==> config.mk <==
export PLATFORM = sky130hd
export DESIGN_NAME = mw_rom_reader
export DESIGN_NICKNAME = d
export VERILOG_FILES = /design/src/rtl/mw_rom_pkg.sv /design/src/rtl/mw_half_timer.sv /design/src/rtl/mw_frame_engine.sv /design/src/rtl/mw_load_seq.sv /design/src/rtl/mw_rom_reader.sv
export SDC_FILE = /design/constraint.sdc
export NUM_CORES = 1
export LEC_CHECK = 0
export ABC_AREA = 1
export CELL_PAD_IN_SITES_DETAIL_PLACEMENT = 0
export CELL_PAD_IN_SITES_GLOBAL_PLACEMENT = 2
export CORE_MARGIN = 2
export CORE_UTILIZATION = 27
export CTS_BUF_LIST = sky130_fd_sc_hd__clkbuf_4
export DETAILED_ROUTE_END_ITERATION = 6
export GPL_TIMING_DRIVEN = 0
export PLACE_DENSITY_LB_ADDON = 0.1
export SYNTH_ARGS = -nofsm -noshare
export SYNTH_HDL_FRONTEND = slang
export SYNTH_SLANG_ARGS = --single-unit
==> constraint.sdc <==
create_clock -name clk -period 1.36 [get_ports clk]
set_input_delay 0.272 -clock clk [delete_from_list [all_inputs] [get_ports clk]]
set_output_delay 0.272 -clock clk [all_outputs]
set_load 0.01 [all_outputs]
==> src/rtl/mw_rom_pkg.sv <==
package mw_rom_pkg;

    localparam int            WORD_W   = 16;
    localparam int            CMD_W    = 11;
    localparam logic [2:0]    READ_OP  = 3'b110;
    localparam logic [15:0]   WIDE_SIG = 16'h8129;

    typedef enum logic [3:0] {
        E_IDLE, E_PRE, E_SEL, E_CLO, E_CHI, E_GAP, E_DHI, E_DLO, E_FIN
    } eng_state_t;

    typedef enum logic [2:0] {
        Q_PROBE, Q_W7, Q_W8, Q_W9, Q_READY
    } seq_state_t;

    typedef struct packed {
        logic cs;
        logic sk;
        logic di;
    } ee_pins_t;

    function automatic logic [WORD_W-1:0] build_cmd(input logic aw8, input logic [7:0] a);
        logic [CMD_W-1:0] c;
        c = aw8 ? {READ_OP, a} : {2'b00, READ_OP, a[5:0]};
        return WORD_W'(c);
    endfunction

    function automatic logic [3:0] top_cmd_bit(input logic aw8);
        return aw8 ? 4'd10 : 4'd8;
    endfunction

endpackage

==> src/rtl/mw_half_timer.sv <==
module mw_half_timer #(
    parameter int HALF_CYC = 2
) (
    input  logic clk,
    input  logic rst,
    input  logic run,
    output logic tick
);
    localparam int CW = (HALF_CYC > 1) ? $clog2(HALF_CYC) : 1;
    localparam logic [CW-1:0] LAST = CW'(HALF_CYC - 1);

    logic [CW-1:0] cnt;

    always_ff @(posedge clk) begin
        if (rst || !run || cnt == LAST) cnt <= '0;
        else                            cnt <= cnt + 1'b1;
    end

    assign tick = run && (cnt == LAST);

    p_tick_needs_run_r5: assert property (@(posedge clk) disable iff (rst)
        !run |=> (cnt == '0));
endmodule

==> src/rtl/mw_frame_engine.sv <==
module mw_frame_engine
    import mw_rom_pkg::*;
#(
    parameter int HALF_CYC = 2
) (
    input  logic              clk,
    input  logic              rst,
    input  logic              start,
    input  logic [7:0]        addr,
    input  logic              aw8,
    input  logic              tick,
    input  logic              ee_do,
    output logic              busy,
    output logic              done,
    output logic [WORD_W-1:0] word,
    output ee_pins_t          pins
);
    eng_state_t        st;
    logic [3:0]        bi;
    logic [WORD_W-1:0] cmd_q;
    logic [WORD_W-1:0] shreg;

    always_ff @(posedge clk) begin
        if (rst) begin
            st    <= E_IDLE;
            bi    <= '0;
            cmd_q <= '0;
            shreg <= '0;
            done  <= 1'b0;
        end else begin
            done <= 1'b0;
            if (st == E_IDLE) begin
                if (start) begin
                    cmd_q <= build_cmd(aw8, addr);
                    bi    <= top_cmd_bit(aw8);
                    st    <= E_PRE;
                end
            end else if (tick) begin
                unique case (st)
                    E_PRE: st <= E_SEL;
                    E_SEL: st <= E_CLO;
                    E_CLO: st <= E_CHI;
                    E_CHI: begin
                        if (bi == 4'd0) st <= E_GAP;
                        else begin bi <= bi - 4'd1; st <= E_CLO; end
                    end
                    E_GAP: begin bi <= 4'(WORD_W - 1); st <= E_DHI; end
                    E_DHI: begin shreg <= {shreg[WORD_W-2:0], ee_do}; st <= E_DLO; end
                    E_DLO: begin
                        if (bi == 4'd0) st <= E_FIN;
                        else begin bi <= bi - 4'd1; st <= E_DHI; end
                    end
                    E_FIN: begin st <= E_IDLE; done <= 1'b1; end
                    default: st <= E_IDLE;
                endcase
            end
        end
    end

    assign busy    = (st != E_IDLE);
    assign word    = shreg;
    assign pins.cs = (st == E_SEL) || (st == E_CLO) || (st == E_CHI) ||
                     (st == E_GAP) || (st == E_DHI) || (st == E_DLO);
    assign pins.sk = (st == E_CHI) || (st == E_DHI);
    assign pins.di = ((st == E_CLO) || (st == E_CHI)) && cmd_q[bi];

    p_sk_inside_cs_r5: assert property (@(posedge clk) disable iff (rst)
        pins.sk |-> pins.cs);
    p_sk_high_holds_r5: assert property (@(posedge clk) disable iff (rst)
        (HALF_CYC > 1 && $rose(pins.sk)) |=> pins.sk);
    p_di_steady_high_r4: assert property (@(posedge clk) disable iff (rst)
        pins.sk |=> (!pins.sk || $stable(pins.di)));
    p_done_single_r7: assert property (@(posedge clk) disable iff (rst)
        done |=> !done);
    p_done_after_cs_r7: assert property (@(posedge clk) disable iff (rst)
        done |-> (!pins.cs && !busy));
endmodule

==> src/rtl/mw_load_seq.sv <==
module mw_load_seq
    import mw_rom_pkg::*;
(
    input  logic              clk,
    input  logic              rst,
    input  logic              rd_start,
    input  logic [7:0]        rd_addr,
    input  logic              eng_busy,
    input  logic              eng_done,
    input  logic [WORD_W-1:0] eng_word,
    output logic              eng_start,
    output logic [7:0]        eng_addr,
    output logic              eng_aw8,
    output logic [WORD_W-1:0] rd_data,
    output logic              rd_done,
    output logic              busy,
    output logic [47:0]       station_addr,
    output logic              station_valid,
    output logic              addr8_mode
);
    seq_state_t        state;
    logic              issued;
    logic [WORD_W-1:0] rd_q;

    wire ready = (state == Q_READY);

    always_comb begin
        eng_start = ready ? (rd_start && !eng_busy) : (!issued && !eng_busy);
        eng_aw8   = (state == Q_PROBE) ? 1'b1 : addr8_mode;
        unique case (state)
            Q_PROBE: eng_addr = 8'd0;
            Q_W7:    eng_addr = 8'd7;
            Q_W8:    eng_addr = 8'd8;
            Q_W9:    eng_addr = 8'd9;
            default: eng_addr = rd_addr;
        endcase
    end

    always_ff @(posedge clk) begin
        if (rst) begin
            state         <= Q_PROBE;
            issued        <= 1'b0;
            addr8_mode    <= 1'b0;
            station_addr  <= '0;
            station_valid <= 1'b0;
            rd_q          <= '0;
        end else begin
            if (eng_start) issued <= 1'b1;
            if (eng_done) begin
                issued <= 1'b0;
                unique case (state)
                    Q_PROBE: begin addr8_mode <= (eng_word == WIDE_SIG); state <= Q_W7; end
                    Q_W7:    begin station_addr[15:0]  <= eng_word; state <= Q_W8; end
                    Q_W8:    begin station_addr[31:16] <= eng_word; state <= Q_W9; end
                    Q_W9:    begin
                        station_addr[47:32] <= eng_word;
                        station_valid       <= 1'b1;
                        state               <= Q_READY;
                    end
                    default: rd_q <= eng_word;
                endcase
            end
        end
    end

    assign rd_done = eng_done && ready;
    assign rd_data = rd_done ? eng_word : rd_q;
    assign busy    = !ready || eng_busy;

    p_station_hold_r3: assert property (@(posedge clk) disable iff (rst)
        station_valid |=> (station_valid && $stable(station_addr)));
    p_busy_until_loaded_r3: assert property (@(posedge clk) disable iff (rst)
        !station_valid |-> busy);
    p_data_hold_r7: assert property (@(posedge clk) disable iff (rst)
        !rd_done |-> $stable(rd_data));
    p_no_done_in_load_r8: assert property (@(posedge clk) disable iff (rst)
        rd_done |-> station_valid);
    p_width_fixed_r2: assert property (@(posedge clk) disable iff (rst)
        station_valid |=> $stable(addr8_mode));
endmodule

==> src/rtl/mw_rom_reader.sv <==
module mw_rom_reader
    import mw_rom_pkg::*;
#(
    parameter int HALF_CYC = 2
) (
    input  logic        clk,
    input  logic        rst,
    input  logic        rd_start,
    input  logic [7:0]  rd_addr,
    output logic [15:0] rd_data,
    output logic        rd_done,
    output logic        busy,
    output logic [47:0] station_addr,
    output logic        station_valid,
    output logic        addr8_mode,
    output logic        ee_cs,
    output logic        ee_sk,
    output logic        ee_di,
    input  logic        ee_do
);
    logic              eng_start, eng_busy, eng_done, eng_aw8, tick;
    logic [7:0]        eng_addr;
    logic [WORD_W-1:0] eng_word;
    ee_pins_t          pins;

    mw_half_timer #(.HALF_CYC(HALF_CYC)) u_timer (
        .clk(clk), .rst(rst), .run(eng_busy), .tick(tick)
    );

    mw_frame_engine #(.HALF_CYC(HALF_CYC)) u_engine (
        .clk(clk), .rst(rst), .start(eng_start), .addr(eng_addr), .aw8(eng_aw8),
        .tick(tick), .ee_do(ee_do), .busy(eng_busy), .done(eng_done),
        .word(eng_word), .pins(pins)
    );

    mw_load_seq u_seq (
        .clk(clk), .rst(rst), .rd_start(rd_start), .rd_addr(rd_addr),
        .eng_busy(eng_busy), .eng_done(eng_done), .eng_word(eng_word),
        .eng_start(eng_start), .eng_addr(eng_addr), .eng_aw8(eng_aw8),
        .rd_data(rd_data), .rd_done(rd_done), .busy(busy),
        .station_addr(station_addr), .station_valid(station_valid),
        .addr8_mode(addr8_mode)
    );

    assign ee_cs = pins.cs;
    assign ee_sk = pins.sk;
    assign ee_di = pins.di;
endmodule

==> results.yml, run 1 <==
setup_path:
  worst_path_dominant_cell_family: "buffers and inverters"
  r2r_cells: 10
  required_ns: 1.09
  criticalPathCategory: "register to output port"
  cp_common_cell: "nor2_4"
  crit_slowest_cell: "dfxtp_4"
  path_buf_inv: 4
  r2r-end: "u_engine.st[3]$_SDFFE_PP0P_"
  cp.depth: 7
  cp_max_fo: 8
  worstReg2RegStart: "u_seq.state[0]$_SDFFE_PP0P_"
  cp_cell_sequence: "nor2_4 > inv_2 > nor2_4 > inv_4 > clkbuf_16 > o21ai_2 > buf_2"
  crit_start: "u_seq.state[0]$_SDFFE_PP0P_"
  cp-end-kind: "output port"
  startpoint_type: "register"
  arrival_ns: 1.68
  r2r_slack_ns: -0.14
  cpPeakStageDelay_ns: 0.38
  critPathCapture: "rd_data[1]"
global_route:
  grt_use_total_pct: 18.03
  grt_start_max_net_pins: 18
  antenna_found_initial: 1
  overflow: 0
  grt_pass1_wl_um: 23000
  first_global_vias: 4176
detailed_routing:
  drtIter0Drc: 243
  dr.pass1.iters: 7
  via_per_inst: 4.943
  post-route-drc-count: 0
  post_drt_wl_per_cell_um: 17.07
  vias: 4355
  final_antenna_net_count: 0
  routed_wirelength_um: 15040
clock_network:
  numCtsBuffers: 9
  insertion_delay_ns: 0.48
  cts_root_buffer: "clkbuf_4"
  htree_levels: 3
  cts_tree: "done"
  clk_pin_slew_worst_paths_ns: 0.16
  clock_sinks: 106
  cts_max_path_buffers: 2
sta:
  rsz0062_at_grt: "yes"
  setup_viol_count_final: 58
  post-route-period-util_pct: 143.8
  drv_slew: 0
  slew_headroom_pct: 36.38
  worst_pin_slew_ns: 0.9543
  finalHoldViolations: 0
  min_period_ns: 1.955
  setup_slack_ns: -0.5954
  skew_ns: 0.01413
  fmax_ghz: 0.5114
flow_run:
  max-cap-violations: 0
synthesis:
  seq_area_frac_synth_pct: 50.57
  ys_warn_count: 0
  synthesis.nets: 557
  yosys-top-cells-area: "dfxtp_1 51%, o21ai_0 13%, a21oi_1 12%"
  synth_commonest_cells: "112 x o21ai_0, 106 x dfxtp_1, 102 x a21oi_1, 71 x nand2_1, 39 x inv_1"
  synth_flop_cell: "dfxtp_1"
  async_flop_share_pct: 0
  yosys_register_bits: 106
  syn_area_per_cell_sq_um: 7.714
  yosysTopAreaCell: "dfxtp_1"
  netlist.area_leader.share_pct: 50.57
  synth-edff-count: 0
  synth_most_common_cell: "o21ai_0"
  synth.cell_area_sq_um: 4197
  yosysUniqueCellTypes: 27
  postSynthCellCount: 544
layout:
  fin_util_pct: 41.42
  fillCellCount: 1640
  area_delta_synth_final_pct: 50.06
  final_net_count: 700
  drive_above_1_share_pct: 49.28
pwr:
  p_sw_share_pct: 35.34
  p_clk_share_pct: 20.4
  ir_worst_vdd_v: 0.0006949
  power_density_nw_per_um2: 1203
  comb_power_share_pct: 33.9
  p_seq_share_pct: 45.6
  cellLeakagePower_nw: 2.676
  internal_power_mw: 4.898
  p_sw_mw: 2.677
  fin_total_pwr_mw: 7.575
floorplan:
  fp.dieW_um: 128.7
  core_sq_um: 15200
  dieArea_sq_um: 16560
  pin_count: 83
  die_h_um: 128.7
  initial_utilization_pct: 27.60
  num_rows: 45
outcome:
  status: "complete, but fails checks"
  violations: "negative setup slack"
placed_design:
  numPortBuffers: 81
  dp_hpwl_um: 9797
  place_congestion: 0.7596
min_path:
  min_path_type: "input port to register"
  hp-start: "rst"
[area by class of cell]
cell class	count	area [sq um]	share of cell area (%)
inverter	44	198.9	3.159
tap	188	235.2	3.735
clock inverter	5	37.54	0.5961
timing repair buffer	134	1007	15.99
clock buffer	11	82.58	1.311
sequential	106	2217	35.21
multi-input combinational	359	2195	34.85
antenna	1	2.502	0.03974
buffer	33	321.6	5.106
[stage by stage]
step	hold slack (ns)	cells	setup WS (ns)	cell area [sq um]	TNS, ns
2_1_floorplan	0.4232	544	0.001996	4325	0
3_3_place_gp	0.4452	813	-0.6279	5371	-21.91
3_5_place_dp	0.4568	813	-0.6222	5371	-22.65
4_1_cts	0.02382	866	-0.6414	5961	-16.62
5_1_grt	0.03177	881	-0.6963	6297	-20.40
6_report	0.06552	881	-0.5954	6297	-12.54
[worst min path at each step]
| stage | to | slack (ns) | cells after the start |
|---|---|---|---|
| final | u_seq.state[1]$_SDFFE_PP0P_ | 0.07 | 2 |
| after global routing | u_seq.state[1]$_SDFFE_PP0P_ | 0.03 | 2 |
| after CTS | u_seq.state[1]$_SDFFE_PP0P_ | 0.02 | 2 |
| after detailed placement | u_engine.cmd_q[3]$_SDFFE_PP0P_ | 0.46 | 2 |
| after global placement | u_engine.cmd_q[1]$_SDFFE_PP0P_ | 0.45 | 2 |
| after floorplan | u_timer.cnt$_SDFF_PP0_ | 0.42 | 1 |
[layer usage]
metal | part of all wire [%] | wire [um] | up-vias | GRT usage, %
met5 | 0 | 0 | - | 0
met3 | 3.4 | 508 | 10 | 3.950
met2 | 52 | 7799 | 87 | 32.28
met1 | 44 | 6565 | 2126 | 22.09
li1 | - | - | 2132 | -
met4 | 1.1 | 163 | 0 | 4.220
[cell families (layout without fill, tap and decap cells)]
logic type | Yosys count | in the layout | synth area share [%]
AO/OA/AOI/OAI | 218 | 218 | 26.12
XOR/XNOR | 1 | 1 | 0.2087
adder cells (fa/ha/maj) | 1 | 1 | 0.2981
buffers and inverters | 79 | 227 | 8.020
flip-flops | 106 | 106 | 50.57
other | 0 | 1 | 0
AND/OR/NAND/NOR | 139 | 139 | 14.79
[power groups by stage]
stage	sequential, mW	combinational (mW)	clock (mW)
floorplan	3.45	1.26	0
global placement	3.50	1.68	0
detailed placement	3.49	1.71	0
CTS	3.45	2.40	1.63
global route	3.48	2.83	1.72
finish	3.46	2.57	1.55
[layout by cell type, fill, tap and decap left out, types with 5 or more instances in the layout]
cell / instances
a21oi_1: 84
o21ai_4: 7
nand2_1: 48
clkbuf_1: 10
inv_4: 7
dfxtp_1: 46
buf_4: 28
buf_2: 73
nand3_1: 16
clkdlybuf4s50_1: 10
nand2_4: 6
dfxtp_4: 8
o21ai_1: 15
nor2_2: 5
clkbuf_4: 11
dfxtp_2: 52
nand2_2: 20
a21oi_2: 18
o21ai_2: 33
nor2_4: 7
buf_6: 30
o21ai_0: 59
inv_1: 29
buf_8: 5
nor2_1: 18
clkbuf_16: 5
[registers in the layout, indices dropped and copies added (netlist names)]
register / flops
u_timer.cnt: 1
u_seq.station_valid: 1
u_engine.cmd_q: 10
u_seq.addr8_mode: 1
u_seq.state: 3
u_engine.st: 4
u_engine.done: 1
u_seq.station_addr: 48
u_seq.issued: 1
u_seq.rd_q: 16
u_engine.bi: 4
u_engine.word: 16
[timing repair]
| action | CTS | global route |
|---|---|---|
| endpoints found under the setup margin | 160 | 133 |
| gates cloned | 12 | 2 |
| pin swaps | 12 | 18 |
| gates resized for setup | 451 | 127 |
| hold buffers | 0 | 0 |
| setup buffers | 25 | 15 |
Note: power is estimated with default switching activity, not from simulation.
==> run 2, diff against run 1 <==
--- a/config.mk
+++ b/config.mk
@@ -9,9 +9,10 @@
 export CELL_PAD_IN_SITES_DETAIL_PLACEMENT = 0
 export CELL_PAD_IN_SITES_GLOBAL_PLACEMENT = 2
 export CORE_MARGIN = 2
-export CORE_UTILIZATION = 27
+export CORE_UTILIZATION = 28
 export CTS_BUF_LIST = sky130_fd_sc_hd__clkbuf_4
 export DETAILED_ROUTE_END_ITERATION = 6
+export DONT_BUFFER_PORTS = 1
 export GPL_TIMING_DRIVEN = 0
 export PLACE_DENSITY_LB_ADDON = 0.1
 export SYNTH_ARGS = -nofsm -noshare
==> run 2 against run 1 <==
Against the previous run:
- largest cell class is now multi-input gates
- register-to-register slack worse by 0.15 ns
- critical path depth down 1
- fmax up 0.19%
- wire length down 1.2%
- global-route usage up 0.29 points
- via count down 7.6%
- the run still ends with negative setup slack left
==> results.yml, run 2 (synthesis gave the netlist of run 1 again) <==
setup_path:
  cp_cell_sequence: "nor2_4 > inv_2 > nor2_4 > inv_4 > clkbuf_16 > o21ai_4"
  r2r_cells: 11
  startpoint_type: "register"
  r2r_slack_ns: -0.29
  cp-end-kind: "output port"
  cp_max_fo: 6
  cp_common_cell: "nor2_4"
  crit_slowest_cell: "dfxtp_4"
  criticalPathCategory: "register to output port"
  required_ns: 1.09
  arrival_ns: 1.68
  cpPeakStageDelay_ns: 0.39
detailed_routing:
  vias: 4022
  via_per_inst: 5.021
  final_antenna_net_count: 0
  dr.pass1.iters: 4
  routed_wirelength_um: 14850
  post_drt_wl_per_cell_um: 18.54
  post-route-drc-count: 0
  drtIter0Drc: 170
layout:
  final_common_cell: "dfxtp_1"
  final_net_count: 625
  largest-register: "u_seq.station_addr"
  area_delta_synth_final_pct: 46.90
  diodes: 0
  drive_above_1_share_pct: 41.33
  fillCellCount: 1449
  largest_reg_flops: 48
  final_cell_mix: "96 x dfxtp_1, 72 x a21oi_1, 53 x o21ai_0"
floorplan:
  initial_utilization_pct: 28.77
  core_sq_um: 14590
  fp.dieW_um: 126.4
  num_rows: 44
  pin_count: 83
  die_h_um: 126.4
  dieArea_sq_um: 15980
clock_network:
  cts_root_buffer: "clkbuf_4"
  clock_sinks: 106
  htree_levels: 3
  insertion_delay_ns: 0.50
  numCtsBuffers: 9
  cts_tree: "done"
  cts_max_path_buffers: 2
  clk_pin_slew_worst_paths_ns: 0.16
global_route:
  first_global_vias: 3997
  grt_use_total_pct: 18.32
  overflow: 0
  antenna_found_initial: 0
  grt_pass1_wl_um: 22850
  grt_start_max_net_pins: 19
sta:
  rsz0062_at_grt: "yes"
  drv_slew: 0
  setup_slack_ns: -0.5917
  skew_ns: 0.02508
  slew_headroom_pct: 36.88
  post-route-period-util_pct: 143.5
  worst_pin_slew_ns: 0.9468
  min_period_ns: 1.952
  finalHoldViolations: 0
  setup_tns_ns: -18.75
  setup_viol_count_final: 89
  fmax_ghz: 0.5124
flow_run:
  max-cap-violations: 0
placed_design:
  place_congestion: 0.7495
  numPortBuffers: 0
  post-place-ws_ns: -0.3158
  dp_hpwl_um: 9719
pwr:
  fin_total_pwr_mw: 8.364
  power_density_nw_per_um2: 1357
  ir_worst_vdd_v: 0.0006975
  cellLeakagePower_nw: 2.314
min_path:
  min_path_type: "input port to register"
  hold_path_depth: 4
outcome:
  status: "complete, but fails checks"
  violations: "negative setup slack"
run 2: changes by cell type in the layout (fill, tap and decap cells not counted), sizes merged:
| cell | before | now |
|---|---|---|
| clkinvlp | 1 | 2 |
| buf | 137 | 68 |
| dlygate4sd3 | 0 | 4 |
| clkdlybuf4s15 | 1 | 0 |
| clkinv | 3 | 5 |
| diode | 1 | 0 |
| clkbuf | 30 | 29 |
| inv | 45 | 43 |
| clkdlybuf4s50 | 10 | 0 |
| bufinv | 0 | 1 |
run 2: through the flow:
step,cell area (sq um),std cells,hold WS [ns],utilization (%)
after floorplan,4325,544,0.4232,-
after global placement,4556,728,0.4383,31.23
after detailed placement,4556,728,0.4459,31.23
after CTS,5645,787,0.01769,38.70
after global routing,6165,801,0.02422,42.26
final,6165,801,0.05093,42.26
run 2: path summary, 6_finish.rpt:
check	from	end
min reg2reg	u_engine.cmd_q[1]$_SDFFE_PP0P_	u_engine.cmd_q[1]$_SDFFE_PP0P_
min	rd_addr[7]	u_engine.cmd_q[7]$_SDFFE_PP0P_
max	u_seq.state[0]$_SDFFE_PP0P_	rd_data[14]
max reg2reg	u_engine.st[2]$_SDFFE_PP0P_	u_engine.st[3]$_SDFFE_PP0P_
run 2: worst max-delay path, delay by kind of cell, from the launching register on:
family                 cells  cell delay, ns
AOI/OAI and AO/OA          1            0.19
buffers and inverters      3            0.34
DFF                        1            0.39
and+or+nand+nor            2            0.28
run 2: per-layer routing:
layer	wire length, um	global-route usage (%)	up-vias
met5	0	0	-
li1	-	-	1989
met2	7433	31.52	79
met1	6352	21.68	1931
met3	714	5.567	23
met4	350	6.335	0
run 2: final cells by class:
type | count | area (sq um) | share of cell area, %
Clock inverter | 7 | 76.32 | 1.238
Clock buffer | 9 | 67.56 | 1.096
Tap cell | 184 | 230.2 | 3.735
Multi-Input combinational cell | 359 | 2434 | 39.48
Timing Repair Buffer | 61 | 685.7 | 11.12
Sequential cell | 106 | 2155 | 34.95
Buffer | 31 | 319.1 | 5.176
Inverter | 44 | 197.7 | 3.207
run 2: power by group:
group,internal [mW],switching (mW),total (mW)
combinational,1.49,1.59,3.08
sequential,3.30,0.236,3.54
clock,0.579,1.16,1.74
run 2: timing repair:
item / CTS / global route
hold endpoints to repair: 4 / 0
resized for setup: 186 / 117
endpoints found under the setup margin: 112 / 118
pin swaps: 25 / 18
setup buffers: 31 / 17
cloned: 8 / 3
hold buffers: 4 / 0
